File: config.mk
export PLATFORM = sky130hd
export DESIGN_NAME = chroma_seq_fmt
export DESIGN_NICKNAME = d
export VERILOG_FILES = /design/src/rtl/chroma_seq_pkg.sv /design/src/rtl/chroma_phase_ctr.sv /design/src/rtl/chroma_lane_deser.sv /design/src/rtl/chroma_out_sel.sv /design/src/rtl/chroma_seq_fmt.sv
export SDC_FILE = /design/constraint.sdc
export NUM_CORES = 1
export LEC_CHECK = 0
export BUFFER_PORTS_ARGS = -buffer_cell sky130_fd_sc_hd__buf_2
export CORE_MARGIN = 3
export CORE_UTILIZATION = 30
export DETAILED_ROUTE_END_ITERATION = 10
export PLACE_DENSITY = 0.55
export SLEW_MARGIN = 10
export SYNTH_ARGS = -nofsm -noshare
export SYNTH_HDL_FRONTEND = slang
export SYNTH_HIERARCHICAL = 1
export SYNTH_SLANG_ARGS = --single-unit
File: constraint.sdc
create_clock -name clk -period 1.75 [get_ports clk]
set_input_delay 0.4375 -clock clk [delete_from_list [all_inputs] [get_ports clk]]
set_output_delay 0.4375 -clock clk [all_outputs]
set_load 0.01 [all_outputs]
File: src/rtl/chroma_seq_pkg.sv
package chroma_seq_pkg;

    localparam int NIB_W     = 4;
    localparam int SAMP_W    = 8;
    localparam int LANES_PER = NIB_W / 2;
    localparam int GROUP_LEN = SAMP_W / LANES_PER;
    localparam int PH_W      = $clog2(GROUP_LEN);
    localparam int ACC_W     = SAMP_W - LANES_PER;

    typedef enum logic [PH_W-1:0] {
        PH_U_A = 2'd0,
        PH_U_B = 2'd1,
        PH_V_A = 2'd2,
        PH_V_B = 2'd3
    } phase_e;

    typedef struct packed {
        logic [SAMP_W-1:0] u;
        logic [SAMP_W-1:0] v;
    } uv_pair_t;

    function automatic logic [SAMP_W-1:0] apply_modes(
        input logic [SAMP_W-1:0] raw,
        input logic              twos,
        input logic              seven
    );
        logic [SAMP_W-1:0] r;
        r = raw;
        if (twos)  r[SAMP_W-1] = ~raw[SAMP_W-1];
        if (seven) r[0]        = 1'b0;
        return r;
    endfunction

endpackage

File: src/rtl/chroma_phase_ctr.sv
module chroma_phase_ctr
    import chroma_seq_pkg::*;
(
    input  logic   clk,
    input  logic   rst,
    input  logic   grp_start,
    output phase_e ph
);
    phase_e ph_q;

    always_comb begin
        if (grp_start) ph = PH_U_A;
        else           ph = phase_e'(ph_q + 1'b1);
    end

    always_ff @(posedge clk) begin
        if (rst) ph_q <= PH_V_B;
        else     ph_q <= ph;
    end
endmodule

File: src/rtl/chroma_lane_deser.sv
module chroma_lane_deser
    import chroma_seq_pkg::*;
(
    input  logic             clk,
    input  logic             rst,
    input  logic [NIB_W-1:0] uv_nib,
    input  phase_e           ph,
    input  logic             fmt_twos,
    input  logic             prec_7b,
    output uv_pair_t         held
);
    localparam int NCOMP = NIB_W / LANES_PER;

    logic [SAMP_W-1:0] full [NCOMP];

    for (genvar c = 0; c < NCOMP; c++) begin : g_comp
        localparam int HI = NIB_W - 1 - c * LANES_PER;
        logic [ACC_W-1:0]     acc;
        logic [LANES_PER-1:0] pair_now;

        assign pair_now = uv_nib[HI -: LANES_PER];
        assign full[c]  = {acc, pair_now};

        always_ff @(posedge clk) begin
            if (rst) acc <= '0;
            else     acc <= {acc[ACC_W-LANES_PER-1:0], pair_now};
        end
    end

    always_ff @(posedge clk) begin
        if (rst) begin
            held <= '0;
        end else if (ph == PH_V_B) begin
            held.u <= apply_modes(full[0], fmt_twos, prec_7b);
            held.v <= apply_modes(full[1], fmt_twos, prec_7b);
        end
    end
endmodule

File: src/rtl/chroma_out_sel.sv
module chroma_out_sel
    import chroma_seq_pkg::*;
(
    input  uv_pair_t          held,
    input  phase_e            ph,
    output logic [SAMP_W-1:0] chroma_out,
    output logic              is_u
);
    always_comb begin
        unique case (ph)
            PH_U_A, PH_U_B: begin
                chroma_out = held.u;
                is_u       = 1'b1;
            end
            default: begin
                chroma_out = held.v;
                is_u       = 1'b0;
            end
        endcase
    end
endmodule

File: src/rtl/chroma_seq_fmt.sv
module chroma_seq_fmt
    import chroma_seq_pkg::*;
(
    input  logic              clk,
    input  logic              rst,
    input  logic [NIB_W-1:0]  uv_nib,
    input  logic              grp_start,
    input  logic              fmt_twos,
    input  logic              prec_7b,
    output logic [SAMP_W-1:0] chroma_out,
    output logic              is_u
);
    phase_e   ph_cur;
    uv_pair_t pair_held;

    chroma_phase_ctr u_phase (
        .clk       (clk),
        .rst       (rst),
        .grp_start (grp_start),
        .ph        (ph_cur)
    );

    chroma_lane_deser u_deser (
        .clk      (clk),
        .rst      (rst),
        .uv_nib   (uv_nib),
        .ph       (ph_cur),
        .fmt_twos (fmt_twos),
        .prec_7b  (prec_7b),
        .held     (pair_held)
    );

    chroma_out_sel u_sel (
        .held       (pair_held),
        .ph         (ph_cur),
        .chroma_out (chroma_out),
        .is_u       (is_u)
    );
endmodule

==> reports/summary.md, run 1 <==
The run finished, with violations left. The final reports fail on setup timing. In this run the cell area measured after placement is 1410 um2. The hold buffer count at CTS is 0. Simple logic cell fraction of the synthesized area: 13.5%.

The number of nets in the synthesized netlist is 123. Averaged over all synthesized cells, the footprint is 10.8 um2. Element type at the critical path end: an output pin. The analysis attributes to net switching a power of 0.344 mW.

The library cell used most frequently in the layout, excluding fill and tap cells, is sky130_fd_sc_hd__dfxtp_1. Sequential elements use 48.6% of the synthesized area. At the end of the flow, the number of nets in the layout was 150.

After detailed routing, the number of remaining DRC violations is 0. The largest voltage drop on the vdd net was 0.511 mV. The critical path start-end classification is reg2out.

In this run the worst path has a maximum fanout of 6. Final critical-path share of the clock period: 110%. Setup repair after global routing could not meet its margin everywhere. TritonCTS built the clock tree. After the first detailed-routing iteration, the DRC count stood at 49. The register bit count reported by yosys was 30. The logs give 0 for the initial antenna violation count and 2380 um for the final wirelength. The cell count after synthesis came out at 114.

Of the total power, the clock network draws 37.5%. For this design the top-level I/O count stands at 18. Of the total power, the share spent switching nets is 23.4%.

The total area inside the core boundary comes to 3830 um2. The number of antenna-violating nets in the routed design is 0, and the count of warnings emitted by yosys is 6. The final HPWL from detailed placement came out at 1470 um. After Yosys synthesis, full adders, half adders and majority gates account for 0% of the synthesized area. Proportion of power drawn by flip-flops and latches: 48.8%. From left edge to right edge, the die measures 70.2 um. For the max-cap check violation count, the log shows 0. The top cell types in the final layout, fill and taps aside, are 28 x sky130_fd_sc_hd__dfxtp_1, 16 x sky130_fd_sc_hd__a21oi_1, 13 x sky130_fd_sc_hd__a21bo_1. Once the floorplan was initialized, standard cells occupied 32.3% of the core. The H-tree generated during clock tree synthesis spans 2 levels. Main combinational cell family by area after synthesis: compound AO/OA/AOI/OAI gates.

For this run, the total global-route usage over all layers was measured as 10.4%. The number of buffers inserted by port buffering was 17; the final critical delay including setup and external delays was 1.92 ns. The run gives 923 as the number of global-route vias before repair. The growth of design area from synthesis to finish is 31.9%, and the share of power burned in combinational logic is 13.7%.

Share of synthesized area spent on multiplexers: 9.72%. The die is 70.2 um tall. Setup violations remaining at the end of the flow were counted as 9. The synthesized netlist devotes 20.9% of its cell area to compound gates. The run gives 4930 um2 as the area of the die. For the diode insertion count for antenna repair, the log shows 0. The worst setup path is launched from a flop. The power per cell area works out to 903 nW/um2. The tools report the critical path required time as 1.31 ns. The maximum number of pins on one net before global-route repair came out at 34.

The cell type of the slowest stage on the worst timing path is sky130_fd_sc_hd__dfxtp_2. The maximum frequency from static timing analysis was 521 MHz; the global-route congestion overflow total was 0. The synthesized netlist contains 17 unique library cells. The tools report the slack of the critical path as -0.169 ns.

The run gives 5 as the number of buffers inserted during clock tree synthesis. Of the cells placed in the final design, the portion with a size suffix greater than 1 is 37.3%. The floorplan has 22 rows.

Class of the tightest hold or removal check: in2reg. Traced cell by cell, the critical path runs through xnor2_4, nor2_4, buf_12, mux2_4, buf_6. After detailed routing, the average wire length per cell comes to 12.5 um.

For the worst-skew pair, the clock arrives at the later sink with an insertion delay of 0.28 ns. Dividing the detail-routed via count by the number of cells gives 4.78. The cell at the root of the clock tree is sky130_fd_sc_hd__clkbuf_8. The via count of the routed design was 908; the post-synthesis xor/xnor area fraction was 2.13%. The run gives 0.640 nW as the cell leakage power. Clock-pin slew was measured on the worst setup and hold paths at 0.06 ns. After routing the design area is 1630 um2. Counting along the longest clock path gives a buffer depth of 2. The first detailed-routing pass ran for 4 iterations. The hold violation count in the final report is 0, and the maximum clock skew at final layout is 0.00341 ns. The worst slack after detailed placement is -0.0387 ns. For the pin with the worst max-slew slack, the measured transition is 0.538 ns.

The worst slew margin relative to its limit is 64.1%, and the critical path's largest stage delay is 0.34 ns. Internal power comes to 1.13 mW. The total standard cell area after synthesis is 1240 um2, and the final number of max-transition violations is 0. The routability-driven placement congestion ratio is 0.703, and the global-route wire length before repair is 4020 um.

The clock drives 30 sinks. Arrival time reported for the critical path endpoint: 1.48 ns.
-- state kept, by name, indices dropped and copies added (netlist names) --
| signal | flops |
|---|---|
| u_phase/ph_q | 2 |
| u_deser/g_comp.acc | 12 |
| u_deser/held | 16 |
-- metal layers --
layer / vias up / GRT usage [%] / routed length [um]
met5: - / 0 / 0
met4: 0 / 6.38 / 59
met3: 9 / 3.17 / 102
met2: 18 / 18.7 / 1250
met1: 435 / 10.5 / 968
li1: 446 / - / -
-- area by class of cell --
cell class / count / area [um2]
Fill cell: 362 / 2200
Sequential cell: 30 / 603
Multi-Input combinational cell: 73 / 599
Timing Repair Buffer: 30 / 273
Clock buffer: 7 / 86.3
Tap cell: 48 / 60.1
Clock inverter: 1 / 5.00
Inverter: 1 / 3.75
-- Yosys cell counts, drive strengths merged --
master	n	area share, %
a21bo	14	11
a21oi	16	6.5
a311oi	2	2.4
buf	10	5.0
dfxtp	30	49
inv	1	0.30
mux2	8	9.7
nand3	12	4.9
nand4b	2	1.4
nor2	2	0.61
nor2b	12	6.1
o21bai	1	0.61
or2	1	0.51
xnor2	3	2.1
-- per-stage QoR --
step           hold WS (ns)  std cells  setup TNS (ns)  util (%)  total power, mW
5_1_grt               0.395        190           -1.88      42.6             1.53
2_1_floorplan         0.429        114               0         -            0.829
3_5_place_dp          0.449        175          -0.234      36.9            0.891
4_1_cts               0.375        190           -1.70      42.3             1.49
3_3_place_gp          0.443        175          -0.135      36.9            0.886
6_report              0.386        190           -1.39      42.6             1.47
-- what timing repair did --
action                     CTS  global route
resized for setup           17             1
setup buffers                9             0
setup endpoints to repair    9            15
pin swaps                    2             1
-- power groups by stage --
stage	sequential [mW]	combinational [mW]	clock (mW)
2_1_floorplan	0.725	0.104	0
3_3_place_gp	0.728	0.158	0
3_5_place_dp	0.729	0.162	0
4_1_cts	0.715	0.200	0.574
5_1_grt	0.720	0.217	0.597
6_report	0.718	0.201	0.552
-- final timing paths --
check,to,slack [ns],cells after the start,startpoint
worst min-delay path,u_deser/g_comp[0].acc[1]$_SDFF_PP0_,0.39,2,uv_nib[3]
worst max register to register,u_deser/held[9]$_SDFFE_PP0N_,0.08,9,u_phase/ph_q[1]$_SDFF_PP1_
worst max-delay path,chroma_out[5],-0.17,5,u_phase/ph_q[1]$_SDFF_PP1_
worst min register to register,u_deser/held[14]$_SDFFE_PP0N_,0.46,2,u_deser/g_comp[0].acc[4]$_SDFF_PP0_
-- cells by family after synthesis --
family,after synthesis
flops,30
xor+xnor,3
mux,8
simple gates,29
compound gates,33
buf+inv,11
-- worst max-delay path: cells and delay by family (launching register included) --
family / cells / cell delay (ns)
flops: 1 / 0.34
mux: 1 / 0.30
buf+inv: 2 / 0.27
xor+xnor: 1 / 0.15
simple gates: 1 / 0.14
(Power assumes the default switching activity.)
==> run 2, diff against run 1 <==
--- a/config.mk
+++ b/config.mk
@@ -9,8 +9,8 @@
 export CORE_MARGIN = 3
 export CORE_UTILIZATION = 30
 export DETAILED_ROUTE_END_ITERATION = 10
-export PLACE_DENSITY = 0.55
-export SLEW_MARGIN = 10
+export GPL_ROUTABILITY_DRIVEN = 1
+export PLACE_DENSITY_LB_ADDON = 0.25
 export SYNTH_ARGS = -nofsm -noshare
 export SYNTH_HDL_FRONTEND = slang
 export SYNTH_HIERARCHICAL = 1
==> reports/summary.md, run 2 (synthesis results as in run 1) <==
The flow ran to the end, but the final reports show violations. The final reports fail on setup timing. The routed length per placed instance works out to 12.1 um. The floorplan has 22 rows.

The logs give 0.11 ns for the slack of the worst reg-to-reg path and 1450 um for the final HPWL from detailed placement. The critical path start-end classification was reg2out. The number of antenna-violating nets in the routed design came out at 0. On the final layout, the worst hold slack is 0.388 ns.

For hold timing, the worst endpoint is u_deser/g_comp[1].acc[1]$_SDFF_PP0_. The die is 70.2 um tall. Final critical-path share of the clock period: 108%. The tools report the clock insertion delay at the later pin of the skew report as 0.27 ns. Input and output buffers added on the ports amount to 17.

Along the worst hold path, the cell count comes to 2. The starting density of the core was 32.3%; the number of H-tree branching levels was 2. TritonCTS built the clock tree. Leaving out fill and tap cells, the most frequent cell in the layout is sky130_fd_sc_hd__dfxtp_1.

The logs give 3830 um2 for the standard cell core area and 31 for the maximum number of pins on one net before global-route repair. The net count of the finished layout is 154. Power comes to 1.44 mW. In this run the power density over the cells is 862 nW/um2.

The largest registers in the layout are u_deser/held: 16 flops, u_deser/g_comp.acc: 12 flops, u_phase/ph_q: 2 flops. The run gives 0 as the initial antenna violation count. STA puts the critical path data required time at 1.31 ns. The diode insertion count for antenna repair is 0. Internal power comes to 1.10 mW. The logs give 64.7% for the worst slew margin relative to its limit and 3950 um for the global-route wire length before repair. The register with the most flip-flops in the layout has 16 of them. The tools report the maximum clock skew at final layout as 0.00250 ns. End of the worst register-to-register path: u_deser/held[15]$_SDFFE_PP0N_. For this run, the top clock speed supported by timing is 527 MHz. The tools report the number of global-route vias before repair as 893. The register with the most flip-flops in the final layout is u_deser/held. The per-cell via count in the routed design was 4.66; the total DRC errors in the routed layout was 0. The die extent in x is 70.2 um, and the largest voltage drop on the vdd net is 0.439 mV. Relative to the synthesized area, the layout overhead comes to 35.4%. Setup repair after global routing could not meet its margin everywhere. The logs give 0 for the final number of max-transition violations and 18 for the top-level I/O count. The tree built by TritonCTS fans out to 30 sinks. For the cell leakage power, the log shows 0.658 nW. The worst slack after detailed placement is 0.0112 ns, and the clock network power share is 34.5%. The fill cell instance count of the final layout is 363, and the proportion of layout cells with a drive suffix above 1 is 40.0%.

The routed design could run at a clock period as short as 1.90 ns. In this run the clock root is driven by a sky130_fd_sc_hd__clkbuf_8. For the pin with the worst max-slew slack, the measured transition is 0.530 ns.

Of the total power, the share spent switching nets is 23.5%. The slack of the critical path was -0.146 ns. Proportion of power drawn by flip-flops and latches: 49.8%. The logs give 20 for the initial detailed-routing violation count and 0 for the global-route congestion overflow total. The tools report the area of the die as 4930 um2.

The startpoint identified for the worst register-to-register timing path is u_phase/ph_q[1]$_SDFF_PP1_. Element type at the critical path end: an output pin. In the layout the commonest cells are 28 x sky130_fd_sc_hd__dfxtp_1, 14 x sky130_fd_sc_hd__a21oi_1, 13 x sky130_fd_sc_hd__a21bo_1. Class of the tightest hold or removal check: in2reg.

The worst setup path is launched from a flop. For this run, the total global-route usage over all layers was measured as 10.4%. After detailed routing, the total wire length is 2330 um. The longest clock path from root to sink contains 2 buffers. The worst-case reg-to-reg path depth was 9. The run gives 8 as the setup violation total in the final timing report. Summed over all nets, the switching power comes to 0.339 mW. Buffers inserted during clock tree synthesis total 5. The tools report the detailed-router iteration count before antenna repair as 4. The clock-pin slew reported for the worst setup and hold paths after clock tree synthesis works out to 0.06 ns. The hold violation count in the final report was 0. The hold path startpoint is uv_nib[1]. The share of total power dissipated in combinational logic is 15.8%.

Routability-driven placement finished with a final weighted congestion of 0.688. Across the run, the number of max-cap violations was 0. The via count of the routed design is 899. At the worst endpoint, the arrival time is 1.46 ns. The largest fanout of any net on the critical path is 8.
run 2: cell types whose count changed in the layout (fill, tap and decap cells not counted), sizes merged:
| cell | before | now |
|---|---|---|
| buf | 30 | 34 |
| clkinv | 1 | 0 |
run 2: critical path, cell delays in order (launching register included):
cell and delay (ns):
sky130_fd_sc_hd__dfxtp_2 0.34, sky130_fd_sc_hd__xnor2_4 0.15, sky130_fd_sc_hd__nor2_4 0.12, sky130_fd_sc_hd__buf_12 0.15
sky130_fd_sc_hd__mux2_4 0.31, sky130_fd_sc_hd__buf_6 0.12
run 2: metal layers:
layer  wire length [um]  global-route usage [%]  up-vias
met4                 38                    5.11        0
met2               1140                    17.1       18
li1                   -                       -      456
met3                118                    5.04        5
met1               1030                    11.0      420
met5                  0                       0        -
run 2: repair_timing:
item / in CTS / in global routing
cloned: 1 / 0
resized for setup: 17 / 4
hold buffers: 0 / 0
setup buffers: 8 / 1
setup endpoints to repair: 9 / 18
hold endpoints to repair: 0 / 0
pin swaps: 2 / 1
run 2: worst max path at each step:
stage	to	slack, ns	from
finish	chroma_out[3]	-0.15	u_phase/ph_q[1]$_SDFF_PP1_
detailed placement	chroma_out[3]	0.01	grp_start
CTS	chroma_out[3]	-0.18	u_phase/ph_q[0]$_SDFF_PP1_
global placement	chroma_out[5]	0.02	grp_start
floorplan	chroma_out[0]	0.10	grp_start
global route	chroma_out[1]	-0.20	u_phase/ph_q[1]$_SDFF_PP1_
run 2: layout make-up:
type                       count  area, um2  area share (%)
inverter                       1       6.26           0.374
timing repair buffer          34        322            19.2
sequential                    30        603            36.0
tap                           48       60.1            3.59
multi-input combinational     73        607            36.2
clock buffer                   7       76.3            4.56
run 2: metrics by stage:
stage / util, % / instances / area [um2] / setup TNS, ns
after floorplan: - / 114 / 1240 / 0
after global placement: 37.2 / 178 / 1420 / 0
after detailed placement: 37.2 / 178 / 1420 / 0
after CTS: 43.3 / 193 / 1660 / -1.51
after global routing: 43.8 / 193 / 1670 / -1.54
final: 43.8 / 193 / 1670 / -1.15
run 2: power groups by stage:
stage | logic, mW | registers (mW) | clock network, mW
finish | 0.228 | 0.718 | 0.497
global route | 0.245 | 0.719 | 0.558
CTS | 0.221 | 0.716 | 0.517
detailed placement | 0.163 | 0.729 | 0
global placement | 0.159 | 0.728 | 0
floorplan | 0.104 | 0.725 | 0
